## src/rtl/chop_pkg.sv

```systemverilog
// Shared constants and types for the PWM carrier chopper.
// Assumes the carrier base is a fixed number of system clocks per period,
// and that the duty is expressed in units of one base step.
package chop_pkg;
    localparam int BASE_DIV = 8;

    // Which source drives a channel output in the current cycle.
    typedef enum logic [1:0] {
        SRC_PASS    = 2'd0,
        SRC_SHOT    = 2'd1,
        SRC_CARRIER = 2'd2
    } out_src_t;
endpackage

```

## src/rtl/chop_cfg_decode.sv

```systemverilog
// Turns the configuration codes into clock counts that all channels share:
// the first-pulse length, the carrier period and the carrier high time.
// Assumes the highest duty code is reserved and maps it to the one below.
module chop_cfg_decode
    import chop_pkg::*;
#(
    parameter int FREQ_W = 3,
    parameter int DUTY_W = 3,
    parameter int WID_W  = 4,
    parameter int OS_W   = 8,
    parameter int CAR_W  = 7
) (
    input  logic [FREQ_W-1:0] freq_sel,
    input  logic [DUTY_W-1:0] duty_sel,
    input  logic [WID_W-1:0]  shot_width,
    output logic [OS_W-1:0]   shot_len,
    output logic [CAR_W-1:0]  car_period,
    output logic [CAR_W-1:0]  car_high
);
    localparam logic [DUTY_W-1:0] DUTY_TOP = '1;

    logic [DUTY_W-1:0] duty_eff;

    // Clamp the reserved duty code onto the largest legal one.
    always_comb begin
        duty_eff = (duty_sel == DUTY_TOP) ? duty_sel - 1'b1 : duty_sel;
    end

    // Scale each code into a clock count.
    always_comb begin
        shot_len   = OS_W'(BASE_DIV) * (OS_W'(shot_width) + 1'b1);
        car_period = CAR_W'(BASE_DIV) * (CAR_W'(freq_sel) + 1'b1);
        car_high   = (CAR_W'(duty_eff) + 1'b1) * (CAR_W'(freq_sel) + 1'b1);
    end
endmodule

```

## src/rtl/chop_oneshot.sv

```systemverilog
// First-pulse timer for one channel. It detects the rising input and holds
// busy for the rest of the pulse, then raises expire in the pulse's last
// cycle. Assumes shot_len is at least 2 and stays fixed while the input is high.
module chop_oneshot #(
    parameter int OS_W = 8
) (
    input  logic            clk,
    input  logic            rst_n,
    input  logic            sig_in,
    input  logic [OS_W-1:0] shot_len,
    output logic            rise,
    output logic            busy,
    output logic            expire
);
    logic            in_q;
    logic [OS_W-1:0] cnt;

    assign rise   = sig_in & ~in_q;
    assign expire = busy & sig_in & (cnt >= shot_len - 1'b1);

    // Track the previous input and count the cycles of the first pulse.
    always_ff @(posedge clk) begin
        if (!rst_n) begin
            in_q <= 1'b0;
            busy <= 1'b0;
            cnt  <= '0;
        end else begin
            in_q <= sig_in;
            if (!sig_in) begin
                busy <= 1'b0;
                cnt  <= '0;
            end else if (rise) begin
                busy <= 1'b1;
                cnt  <= OS_W'(1);
            end else if (expire) begin
                busy <= 1'b0;
                cnt  <= '0;
            end else if (busy) begin
                cnt <= cnt + 1'b1;
            end
        end
    end

    assert_rise_arms_R2: assert property (@(posedge clk) disable iff (!rst_n)
        rise |=> busy);

    assert_shot_bound_R2: assert property (@(posedge clk) disable iff (!rst_n)
        (busy && $stable(shot_len)) |-> (cnt < shot_len));
endmodule

```

## src/rtl/chop_carrier.sv

```systemverilog
// Carrier phase counter for one channel. The start pulse restarts the phase
// at zero, the counter wraps every car_period clocks, and level is high in the
// first car_high clocks of each period. Assumes car_period is at least 8.
module chop_carrier #(
    parameter int CAR_W = 7
) (
    input  logic             clk,
    input  logic             rst_n,
    input  logic             sig_in,
    input  logic             start,
    input  logic [CAR_W-1:0] car_period,
    input  logic [CAR_W-1:0] car_high,
    output logic             active,
    output logic             level
);
    logic [CAR_W-1:0] cnt;

    assign level = active & (cnt < car_high);

    // Run the carrier phase from the end of the first pulse until the input falls.
    always_ff @(posedge clk) begin
        if (!rst_n) begin
            active <= 1'b0;
            cnt    <= '0;
        end else if (!sig_in) begin
            active <= 1'b0;
            cnt    <= '0;
        end else if (start) begin
            active <= 1'b1;
            cnt    <= '0;
        end else if (active) begin
            cnt <= (cnt >= car_period - 1'b1) ? '0 : cnt + 1'b1;
        end
    end

    assert_phase_restart_R3: assert property (@(posedge clk) disable iff (!rst_n)
        $rose(active) |-> (cnt == '0));

    assert_phase_range_R3: assert property (@(posedge clk) disable iff (!rst_n)
        (active && $stable(car_period)) |-> (cnt < car_period));
endmodule

```

## src/rtl/pwm_chopper.sv

```systemverilog
// PWM carrier chopper. Each channel opens its high phase with a wide first
// pulse and then gates the input with a divided carrier. Assumes the
// configuration changes only while the inputs are low. Outputs are
// combinational on the input, so a falling input takes effect at once.
module pwm_chopper
    import chop_pkg::*;
#(
    parameter int NCH    = 2,
    parameter int FREQ_W = 3,
    parameter int DUTY_W = 3,
    parameter int WID_W  = 4
) (
    input  logic              clk,
    input  logic              rst_n,
    input  logic              chop_en,
    input  logic [FREQ_W-1:0] freq_sel,
    input  logic [DUTY_W-1:0] duty_sel,
    input  logic [WID_W-1:0]  shot_width,
    input  logic [NCH-1:0]    pwm_in,
    output logic [NCH-1:0]    pwm_out
);
    localparam int OS_W  = $clog2(BASE_DIV * (1 << WID_W)) + 1;
    localparam int CAR_W = $clog2(BASE_DIV * (1 << FREQ_W)) + 1;

    logic [OS_W-1:0]  shot_len;
    logic [CAR_W-1:0] car_period;
    logic [CAR_W-1:0] car_high;

    chop_cfg_decode #(
        .FREQ_W(FREQ_W), .DUTY_W(DUTY_W), .WID_W(WID_W),
        .OS_W(OS_W), .CAR_W(CAR_W)
    ) u_cfg (
        .freq_sel   (freq_sel),
        .duty_sel   (duty_sel),
        .shot_width (shot_width),
        .shot_len   (shot_len),
        .car_period (car_period),
        .car_high   (car_high)
    );

    for (genvar g = 0; g < NCH; g++) begin : g_ch
        logic     rise, busy, expire, active, level;
        out_src_t src;

        chop_oneshot #(.OS_W(OS_W)) u_shot (
            .clk      (clk),
            .rst_n    (rst_n),
            .sig_in   (pwm_in[g]),
            .shot_len (shot_len),
            .rise     (rise),
            .busy     (busy),
            .expire   (expire)
        );

        chop_carrier #(.CAR_W(CAR_W)) u_car (
            .clk        (clk),
            .rst_n      (rst_n),
            .sig_in     (pwm_in[g]),
            .start      (expire),
            .car_period (car_period),
            .car_high   (car_high),
            .active     (active),
            .level      (level)
        );

        // Pick the output source: bypass, first pulse, or carrier.
        always_comb begin
            if (!chop_en)           src = SRC_PASS;
            else if (rise || busy)  src = SRC_SHOT;
            else                    src = SRC_CARRIER;
        end

        // Form the channel output from the selected source.
        always_comb begin
            case (src)
                SRC_PASS:    pwm_out[g] = pwm_in[g];
                SRC_SHOT:    pwm_out[g] = pwm_in[g];
                SRC_CARRIER: pwm_out[g] = pwm_in[g] & level;
                default:     pwm_out[g] = 1'b0;
            endcase
        end

        assert_low_follows_R6: assert property (@(posedge clk) disable iff (!rst_n)
            !pwm_in[g] |-> !pwm_out[g]);
    end
endmodule

```

## config.mk

```make
export PLATFORM = sky130hd
export DESIGN_NAME = pwm_chopper
export DESIGN_NICKNAME = d
export VERILOG_FILES = /design/src/rtl/chop_pkg.sv /design/src/rtl/chop_cfg_decode.sv /design/src/rtl/chop_oneshot.sv /design/src/rtl/chop_carrier.sv /design/src/rtl/pwm_chopper.sv
export SDC_FILE = /design/constraint.sdc
export NUM_CORES = 1
export LEC_CHECK = 0
export ABC_AREA = 1
export ABC_CLOCK_PERIOD_IN_PS = 14800
export BUFFER_PORTS_ARGS = -buffer_cell sky130_fd_sc_hd__buf_2
export CAP_MARGIN = 20
export CORE_ASPECT_RATIO = 1.5
export CORE_UTILIZATION = 55
export CTS_CLUSTER_DIAMETER = 150
export CTS_CLUSTER_SIZE = 28
export DETAILED_ROUTE_END_ITERATION = 8
export GPL_ROUTABILITY_DRIVEN = 0
export PLACE_DENSITY_LB_ADDON = 0.1
export SLEW_MARGIN = 30
export SYNTH_ARGS = -nofsm -noshare
export SYNTH_HDL_FRONTEND = slang
export SYNTH_HIERARCHICAL = 1
export SYNTH_SLANG_ARGS = --single-unit
```

## constraint.sdc

```tcl
create_clock -name clk -period 14.8 [get_ports clk]
set_clock_uncertainty 0.2 [all_clocks]
set_input_delay 2.22 -clock clk [delete_from_list [all_inputs] [get_ports clk]]
set_output_delay 2.22 -clock clk [all_outputs]
set_load 0.005 [all_outputs]
```

==> results of run 1 <==
worst reg2reg max path: cells and delay by family (launching register included):
kind | cells | cell delay, ns
buf+inv | 2 | 0.19
fa+ha+maj | 1 | 0.28
flops | 1 | 0.38
simple gates | 10 | 0.77
cell usage in the layout (no fill, tap or decap), types with 2 or more instances in the layout:
master | Yosys | layout
a21oi_1 | 26 | 26
buf_2 | 0 | 16
clkbuf_8 | 0 | 6
clkinv_2 | 0 | 2
conb_1 | 1 | 6
dfxtp_1 | 36 | 36
fa_1 | 4 | 4
ha_1 | 65 | 65
inv_1 | 95 | 95
inv_2 | 7 | 7
inv_4 | 2 | 2
mux2i_1 | 2 | 2
nand2_1 | 109 | 109
nand2_2 | 2 | 2
nand3_1 | 22 | 22
nand3_2 | 9 | 9
nand3b_1 | 2 | 2
nand4_1 | 7 | 7
nand4_2 | 2 | 2
nor2_1 | 60 | 60
nor2_2 | 9 | 9
nor3_1 | 12 | 12
nor3_4 | 2 | 2
o21a_1 | 2 | 2
o31ai_1 | 2 | 2
xnor2_1 | 20 | 20
xor2_1 | 29 | 29
power breakdown:
part / internal [mW] / switching, mW
registers: 0.0977 / 0.00103
logic: 0.0295 / 0.0461
clock network: 0.0371 / 0.0357
sequential cells by signal, indices dropped and copies added, names as in the netlist:
| signal | flops |
|---|---|
| g_ch.u_shot/cnt | 16 |
| g_ch.u_car/active | 2 |
| g_ch.u_shot/in_q | 2 |
| g_ch.u_shot/busy | 2 |
| g_ch.u_car/cnt | 14 |
path summary, 6_finish.rpt:
| check | startpoint | endpoint | slack (ns) | cells past startpoint |
|---|---|---|---|---|
| worst min-delay path | g_ch[0].u_shot/cnt[1]$_SDFFE_PP0P_ | g_ch[0].u_shot/cnt[1]$_SDFFE_PP0P_ | 0.32 | 2 |
| worst max-delay path | duty_sel[0] | pwm_out[1] | 5.94 | 26 |
| worst min register to register | g_ch[0].u_shot/cnt[1]$_SDFFE_PP0P_ | g_ch[0].u_shot/cnt[1]$_SDFFE_PP0P_ | 0.32 | 2 |
| worst max register to register | g_ch[1].u_shot/cnt[0]$_SDFFE_PN0P_ | g_ch[1].u_car/cnt[1]$_SDFFE_PP0P_ | 12.88 | 13 |
metrics by stage:
step           cell area (um2)  utilization  std cells
6_report                  4050        0.611        636
5_1_grt                   4050        0.611        636
4_1_cts                   4050        0.611        636
3_5_place_dp              3950        0.597        628
3_3_place_gp              3950        0.597        628
2_1_floorplan             3840            -        544
per-layer routing:
layer / up-vias / part of all wire / GRT usage
met5: - / 0 / 0
met2: 37 / 0.53 / 0.403
li1: 1717 / - / -
met4: 0 / 0.036 / 0.100
met1: 1435 / 0.41 / 0.213
met3: 15 / 0.017 / 0.0233
layout make-up:
| type | instances | area, um2 |
|---|---|---|
| Sequential cell | 36 | 721 |
| Fill cell | 626 | 2580 |
| Inverter | 104 | 395 |
| Clock buffer | 6 | 82.6 |
| Timing Repair Buffer | 16 | 80.1 |
| Tap cell | 76 | 95.1 |
| Multi-Input combinational cell | 396 | 2660 |
| Clock inverter | 2 | 10.0 |
kinds of logic after synthesis:
family | share of synthesized area
other | 0.000980
muxes | 0.00523
xor gates and xnor gates | 0.116
AOI/OAI and AO/OA | 0.0419
DFF | 0.188
adders and majority gates | 0.233
buffers and inverters | 0.121
and+or+nand+nor | 0.293
==> impl_metrics.tcl, run 1 <==
set metrics [dict create \
    yosys_warnings 6 \
    clk_latency_ns 0.29 \
    hp-class "reg2reg" \
    diodes 0 \
    min_period_over_period 0.598 \
    die_area_mm2 0.00730 \
    cts_resized 0 \
    grt_pass1_vias 3157 \
    vdd_ir_drop_max_mv 0.0347 \
    path_max_fanout 3 \
    hold_viol 0 \
    synth_flop_cell "dfxtp_1" \
    synth_top_area_cell "ha_1" \
    cts_tree "built" \
    drcViolationCount 0 \
    synth_edf_count 0 \
    setup_violations 0 \
    cp.arrival_ns 6.44 \
    overflow 0 \
    htree_levels 2 \
    holdBufCountCts 0 \
    nets 643 \
    power_density_mw_per_mm2 61.1 \
    cts_buffers 5 \
    cp.required_ns 12.38 \
    antenna_found_initial 0 \
    clk_pin_slew_worst_paths_ns 0.07 \
    yosysTopAreaCellShare 0.213 \
    path_class "in2out" \
    start_kind "input port" \
    critPathBufInv 6 \
    status "finished, final reports clean" \
    hpwl_mm 5.90 \
    synth-async-reset-ratio 0 \
    die_height_um 104 \
    fin_setup_tns_ns 0 \
    cp_top_family "adder cells" \
    viasPerCell 5.04 \
    yosysSeqAreaShare 0.188 \
    syn-cell-area_mm2 0.00383 \
    chipWidth_um 70.1 \
    initialDrtViolationCount 73 \
    worst_path_most_repeated_cell "nand2_1" \
    layout_min_cycle_time_ns 8.86 \
    postCtsSetupRepairBufs 0 \
    finalPower_mw 0.247 \
    rsz0062_at_grt "no" \
    slowest_delay_ns 0.55 \
    vias 3204 \
    yosysUniqueCellTypes 30 \
    area_delta_synth_final_pct 5.72 \
    endpoint_kind "output port" \
    root_buffer "clkbuf_8" \
    final-max-slew-violation-count 0 \
    finalWorstSetupSlack_ns 5.94 \
    first_pass_iters 4 \
    wl_per_cell_um 10.9 \
    grt_max_degree 12 \
    synthCells 539 \
    track_usage 0.208 \
    finalWirelength_mm 6.95 \
    io_buffer_count 16 \
    design.core.area_mm2 0.00662 \
    synth.area.top_cells "ha_1, dfxtp_1, nand2_1" \
    max-cap-violations 0 \
    p_leak_nw 2.13 \
    antenna_left 0 \
    drive_above_1_share 0.109 \
    timing.hold.ws_ns 0.315 \
    start_util 0.578 \
    clock_sinks 36 \
    critPathSlowestCell "fa_1" \
    clock.fmax_mhz 113 \
    io_pins 17 \
    grt_pass1_wl_mm 12.4 \
    pre_cts_slack_ns 5.94 \
    yosysMostFrequentCell "nand2_1" \
    num_rows 36 \
    ys_ff_latch 36 \
    syn_avg_cell_area_um2 7.10 \
    cts_buffer_depth 2 \
    synthTopCellsByCount "nand2_1, inv_1, ha_1, nor2_1, dfxtp_1" \
]
Power figures use the tool's default switching activity.
==> run 2: changes to the inputs <==
ABC_CLOCK_PERIOD_IN_PS = 9100   (was 14800)
clock period = 9.1 ns   (was 14.8 ns; I/O delays follow)
==> impl_metrics.tcl, run 2 (synthesis results as in run 1) <==
set metrics [dict create \
    final_area_mm2 0.00405 \
    path_max_fanout 3 \
    cts_tree "built" \
    grt_pass1_wl_mm 12.8 \
    worst_path_most_repeated_cell "nand2_1" \
    clock.fmax_mhz 140 \
    start_util 0.578 \
    nets 643 \
    hp-class "reg2reg" \
    io_buffer_count 16 \
    layout_min_cycle_time_ns 7.14 \
    cts_buffers 5 \
    most-common-layout-cells "nand2_1, inv_1, ha_1" \
    first_pass_iters 4 \
    final-max-slew-violation-count 0 \
    endpoint_kind "output port" \
    hpwl_mm 5.90 \
    track_usage 0.215 \
    cp_top_family "adder cells" \
    use_met3 0.0310 \
    cp.arrival_ns 5.57 \
    regMostFlops "g_ch.u_shot/cnt" \
    power_density_mw_per_mm2 100 \
    largest_register_ffs 16 \
    postCtsSetupRepairBufs 0 \
    htree_levels 2 \
    critPathSlowestCell "fa_1" \
    antenna_found_initial 0 \
    clk_pin_slew_worst_paths_ns 0.07 \
    finalPower_mw 0.406 \
    finalWirelength_mm 7.01 \
    max-cap-violations 0 \
    wl_per_cell_um 11.0 \
    setup_violations 0 \
    num_rows 36 \
    stdcell_count 636 \
    drive_above_1_share 0.109 \
    design.core.area_mm2 0.00662 \
    seqCellArea_um2 721 \
    cts_buffer_depth 2 \
    cp.required_ns 7.54 \
    cts_resized 0 \
    chipWidth_um 70.1 \
    dpl.cell_count 628 \
    hold_viol 0 \
    holdBufCountCts 0 \
    fin_setup_tns_ns 0 \
    diodes 0 \
    vias 3201 \
    antenna_left 0 \
    drcViolationCount 0 \
    use_met1 0.218 \
    overflow 0 \
    status "finished, final reports clean" \
    rsz0062_at_grt "no" \
    met2_usage 0.413 \
    multi_input_area_mm2 0.00266 \
    p_leak_nw 2.13 \
    clock_sinks 36 \
    die_area_mm2 0.00730 \
    place_area_mm2 0.00395 \
    clk_latency_ns 0.30 \
    reg.largest.list "g_ch.u_shot/cnt (16), g_ch.u_car/cnt (14)" \
    area_delta_synth_final_pct 5.72 \
    slowest_delay_ns 0.55 \
    layout_commonest_cell "nand2_1" \
    start_kind "input port" \
    grt_pass1_vias 3197 \
    root_buffer "clkbuf_8" \
    initialDrtViolationCount 68 \
    path_class "in2out" \
    io_pins 17 \
    die_height_um 104 \
    vdd_ir_drop_max_mv 0.0694 \
    grt_max_degree 12 \
    grt.busiest_layer "met2" \
    viasPerCell 5.03 \
    critPathBufInv 6 \
    n_fill_cell 631 \
    min_period_over_period 0.784 \
]
## run 2: cell counts in the layout (fill, tap and decap cells not counted)
No cell type changed its count.
## run 2: metrics by stage
stage / util / hold slack [ns] / setup slack (ns)
final: 0.611 / 0.315 / 1.96
after global placement: 0.597 / 0.306 / 2.08
after global routing: 0.611 / 0.353 / 1.48
after floorplan: - / 0.284 / 2.49
after CTS: 0.611 / 0.322 / 1.95
after detailed placement: 0.597 / 0.308 / 1.97
## run 2: worst paths after layout
check | from | endpoint | slack [ns] | cells past startpoint
max | duty_sel[0] | pwm_out[1] | 1.96 | 26
min | g_ch[0].u_shot/cnt[1]$_SDFFE_PP0P_ | g_ch[0].u_shot/cnt[1]$_SDFFE_PP0P_ | 0.31 | 2
max reg2reg | g_ch[1].u_shot/cnt[0]$_SDFFE_PN0P_ | g_ch[1].u_car/cnt[1]$_SDFFE_PP0P_ | 7.19 | 13
min reg2reg | g_ch[0].u_shot/cnt[1]$_SDFFE_PP0P_ | g_ch[0].u_shot/cnt[1]$_SDFFE_PP0P_ | 0.31 | 2
## run 2: final cells by class
cell class | count | area share
Clock buffer | 6 | 0.0204
Clock inverter | 2 | 0.00247
Inverter | 104 | 0.0977
Multi-Input combinational cell | 396 | 0.658
Sequential cell | 36 | 0.178
Tap cell | 76 | 0.0235
Timing Repair Buffer | 16 | 0.0198
## run 2: worst reg2reg max path: stages (launching register included)
cell,delay (ns)
dfxtp_1,0.39
inv_1,0.10
ha_1,0.27
nand2_1,0.04
nor2_1,0.09
nor2_1,0.05
nand2_1,0.06
nand2_1,0.05
nand2_1,0.06
nand2_1,0.09
inv_1,0.09
nor2_1,0.05
nand2_1,0.20
nor2_1,0.07
## run 2: report_power, final
group          internal (mW)  switching [mW]  total [mW]
Sequential             0.159         0.00172       0.160
Combinational         0.0480          0.0749       0.123
Clock                 0.0605          0.0621       0.123
## run 2: routing by layer
layer / wire, um / part of all wire / up-vias
li1: - / - / 1722
met3: 156 / 0.022 / 20
met2: 3700 / 0.53 / 36
met5: 0 / 0 / -
met4: 299 / 0.043 / 0
met1: 2860 / 0.41 / 1423
==> run 3: changes to the inputs <==
ABC_CLOCK_PERIOD_IN_PS = 7500   (was 9100)
clock period = 7.5 ns   (was 9.1 ns; I/O delays follow)
==> impl_metrics.tcl, run 3 (synthesis results as in run 1) <==
set metrics [dict create \
    status "finished, final reports clean" \
    dpl.cell_count 628 \
    cp.required_ns 6.17 \
    hold_viol 0 \
    die_area_mm2 0.00730 \
    worst_path_most_repeated_cell "nand2_1" \
    final-max-slew-violation-count 0 \
    layout_commonest_cell "nand2_1" \
    cts_buffer_depth 2 \
    utilization 0.611 \
    reg.largest.list "g_ch.u_shot/cnt (16), g_ch.u_car/cnt (14)" \
    min_period_over_period 0.887 \
    clock.fmax_mhz 150 \
    num_rows 36 \
    clk_pin_slew_worst_paths_ns 0.07 \
    cp.arrival_ns 5.33 \
    root_buffer "clkbuf_8" \
    pre_cts_slack_ns 0.856 \
    finalPower_mw 0.490 \
    area_delta_synth_final_pct 5.72 \
    most-common-layout-cells "nand2_1, inv_1, ha_1" \
    cts_buffers 5 \
    finalWorstSetupSlack_ns 0.844 \
    cts_resized 0 \
    place_area_mm2 0.00395 \
    grt_pass1_wl_mm 12.4 \
    critPathBufInv 6 \
    max-cap-violations 0 \
    io_pins 17 \
    regMostFlops "g_ch.u_shot/cnt" \
    diodes 0 \
    start_kind "input port" \
    final_area_mm2 0.00405 \
    finalWirelength_mm 6.89 \
    nets 643 \
    drcViolationCount 0 \
    track_usage 0.208 \
    first_pass_iters 4 \
    hp-class "reg2reg" \
    p_leak_nw 2.13 \
    fin_setup_tns_ns 0 \
    antenna_found_initial 0 \
    grt_pass1_vias 3123 \
    setup_violations 0 \
    rsz0062_at_grt "no" \
    stdcell_count 636 \
    largest_register_ffs 16 \
    timing.hold.ws_ns 0.315 \
    vias 3196 \
    chipWidth_um 70.1 \
    postCtsSetupRepairBufs 0 \
    overflow 0 \
    hpwl_mm 5.88 \
    io_buffer_count 16 \
    start_util 0.578 \
    clock_sinks 36 \
    clk_latency_ns 0.29 \
    antenna_left 0 \
    die_height_um 104 \
    path_max_fanout 3 \
    slowest_delay_ns 0.55 \
    layout_min_cycle_time_ns 6.66 \
    viasPerCell 5.03 \
    vdd_ir_drop_max_mv 0.0829 \
    cts_tree "built" \
    path_class "in2out" \
    drive_above_1_share 0.109 \
    power_density_mw_per_mm2 121 \
    design.core.area_mm2 0.00662 \
    cp_top_family "adder cells" \
    wl_per_cell_um 10.8 \
    grt_max_degree 12 \
    holdBufCountCts 0 \
    htree_levels 2 \
    critPathSlowestCell "fa_1" \
    initialDrtViolationCount 51 \
    endpoint_kind "output port" \
]
[run 3: cell counts in the layout (fill, tap and decap cells not counted)]
Identical to the previous run, type by type.
[run 3: path summary, 6_finish.rpt]
kind                                 startpoint                                  to  slack (ns)  depth (start not counted)
max                                 duty_sel[0]                          pwm_out[1]        0.84                         27
min          g_ch[0].u_shot/cnt[1]$_SDFFE_PP0P_  g_ch[0].u_shot/cnt[1]$_SDFFE_PP0P_        0.31                          2
max reg2reg  g_ch[1].u_shot/cnt[0]$_SDFFE_PN0P_   g_ch[1].u_car/cnt[1]$_SDFFE_PP0P_        5.58                         13
min reg2reg  g_ch[0].u_shot/cnt[1]$_SDFFE_PP0P_  g_ch[0].u_shot/cnt[1]$_SDFFE_PP0P_        0.31                          2
[run 3: cell type report]
| class | instances | area, um2 |
|---|---|---|
| fillers | 604 | 2580 |
| multi-input cells | 396 | 2660 |
| clock inverters | 2 | 10.0 |
| inverters | 104 | 395 |
| well taps | 76 | 95.1 |
| clock buffers | 6 | 82.6 |
| repair buffers | 16 | 80.1 |
| flip-flops and latches | 36 | 721 |
[run 3: layer usage]
| layer | track usage | wire, um | part of all wire | vias to the layer above |
|---|---|---|---|---|
| li1 | - | - | - | 1715 |
| met3 | 0.0233 | 134 | 0.019 | 17 |
| met1 | 0.213 | 2820 | 0.41 | 1415 |
| met2 | 0.406 | 3690 | 0.54 | 49 |
| met4 | 0.0986 | 241 | 0.035 | 0 |
| met5 | 0 | 0 | 0 | - |
[run 3: power by group]
part           leakage, nW  internal, mW  switching [mW]
Combinational         1.79        0.0581          0.0905
Sequential           0.291         0.193         0.00201
Clock               0.0510        0.0733          0.0730
Total                 2.13         0.324           0.166
[run 3: tightest hold or removal path, cell delays in order (launching register included)]
cell     delay [ns]
dfxtp_1        0.35
nand2_1        0.07
a21oi_1        0.05
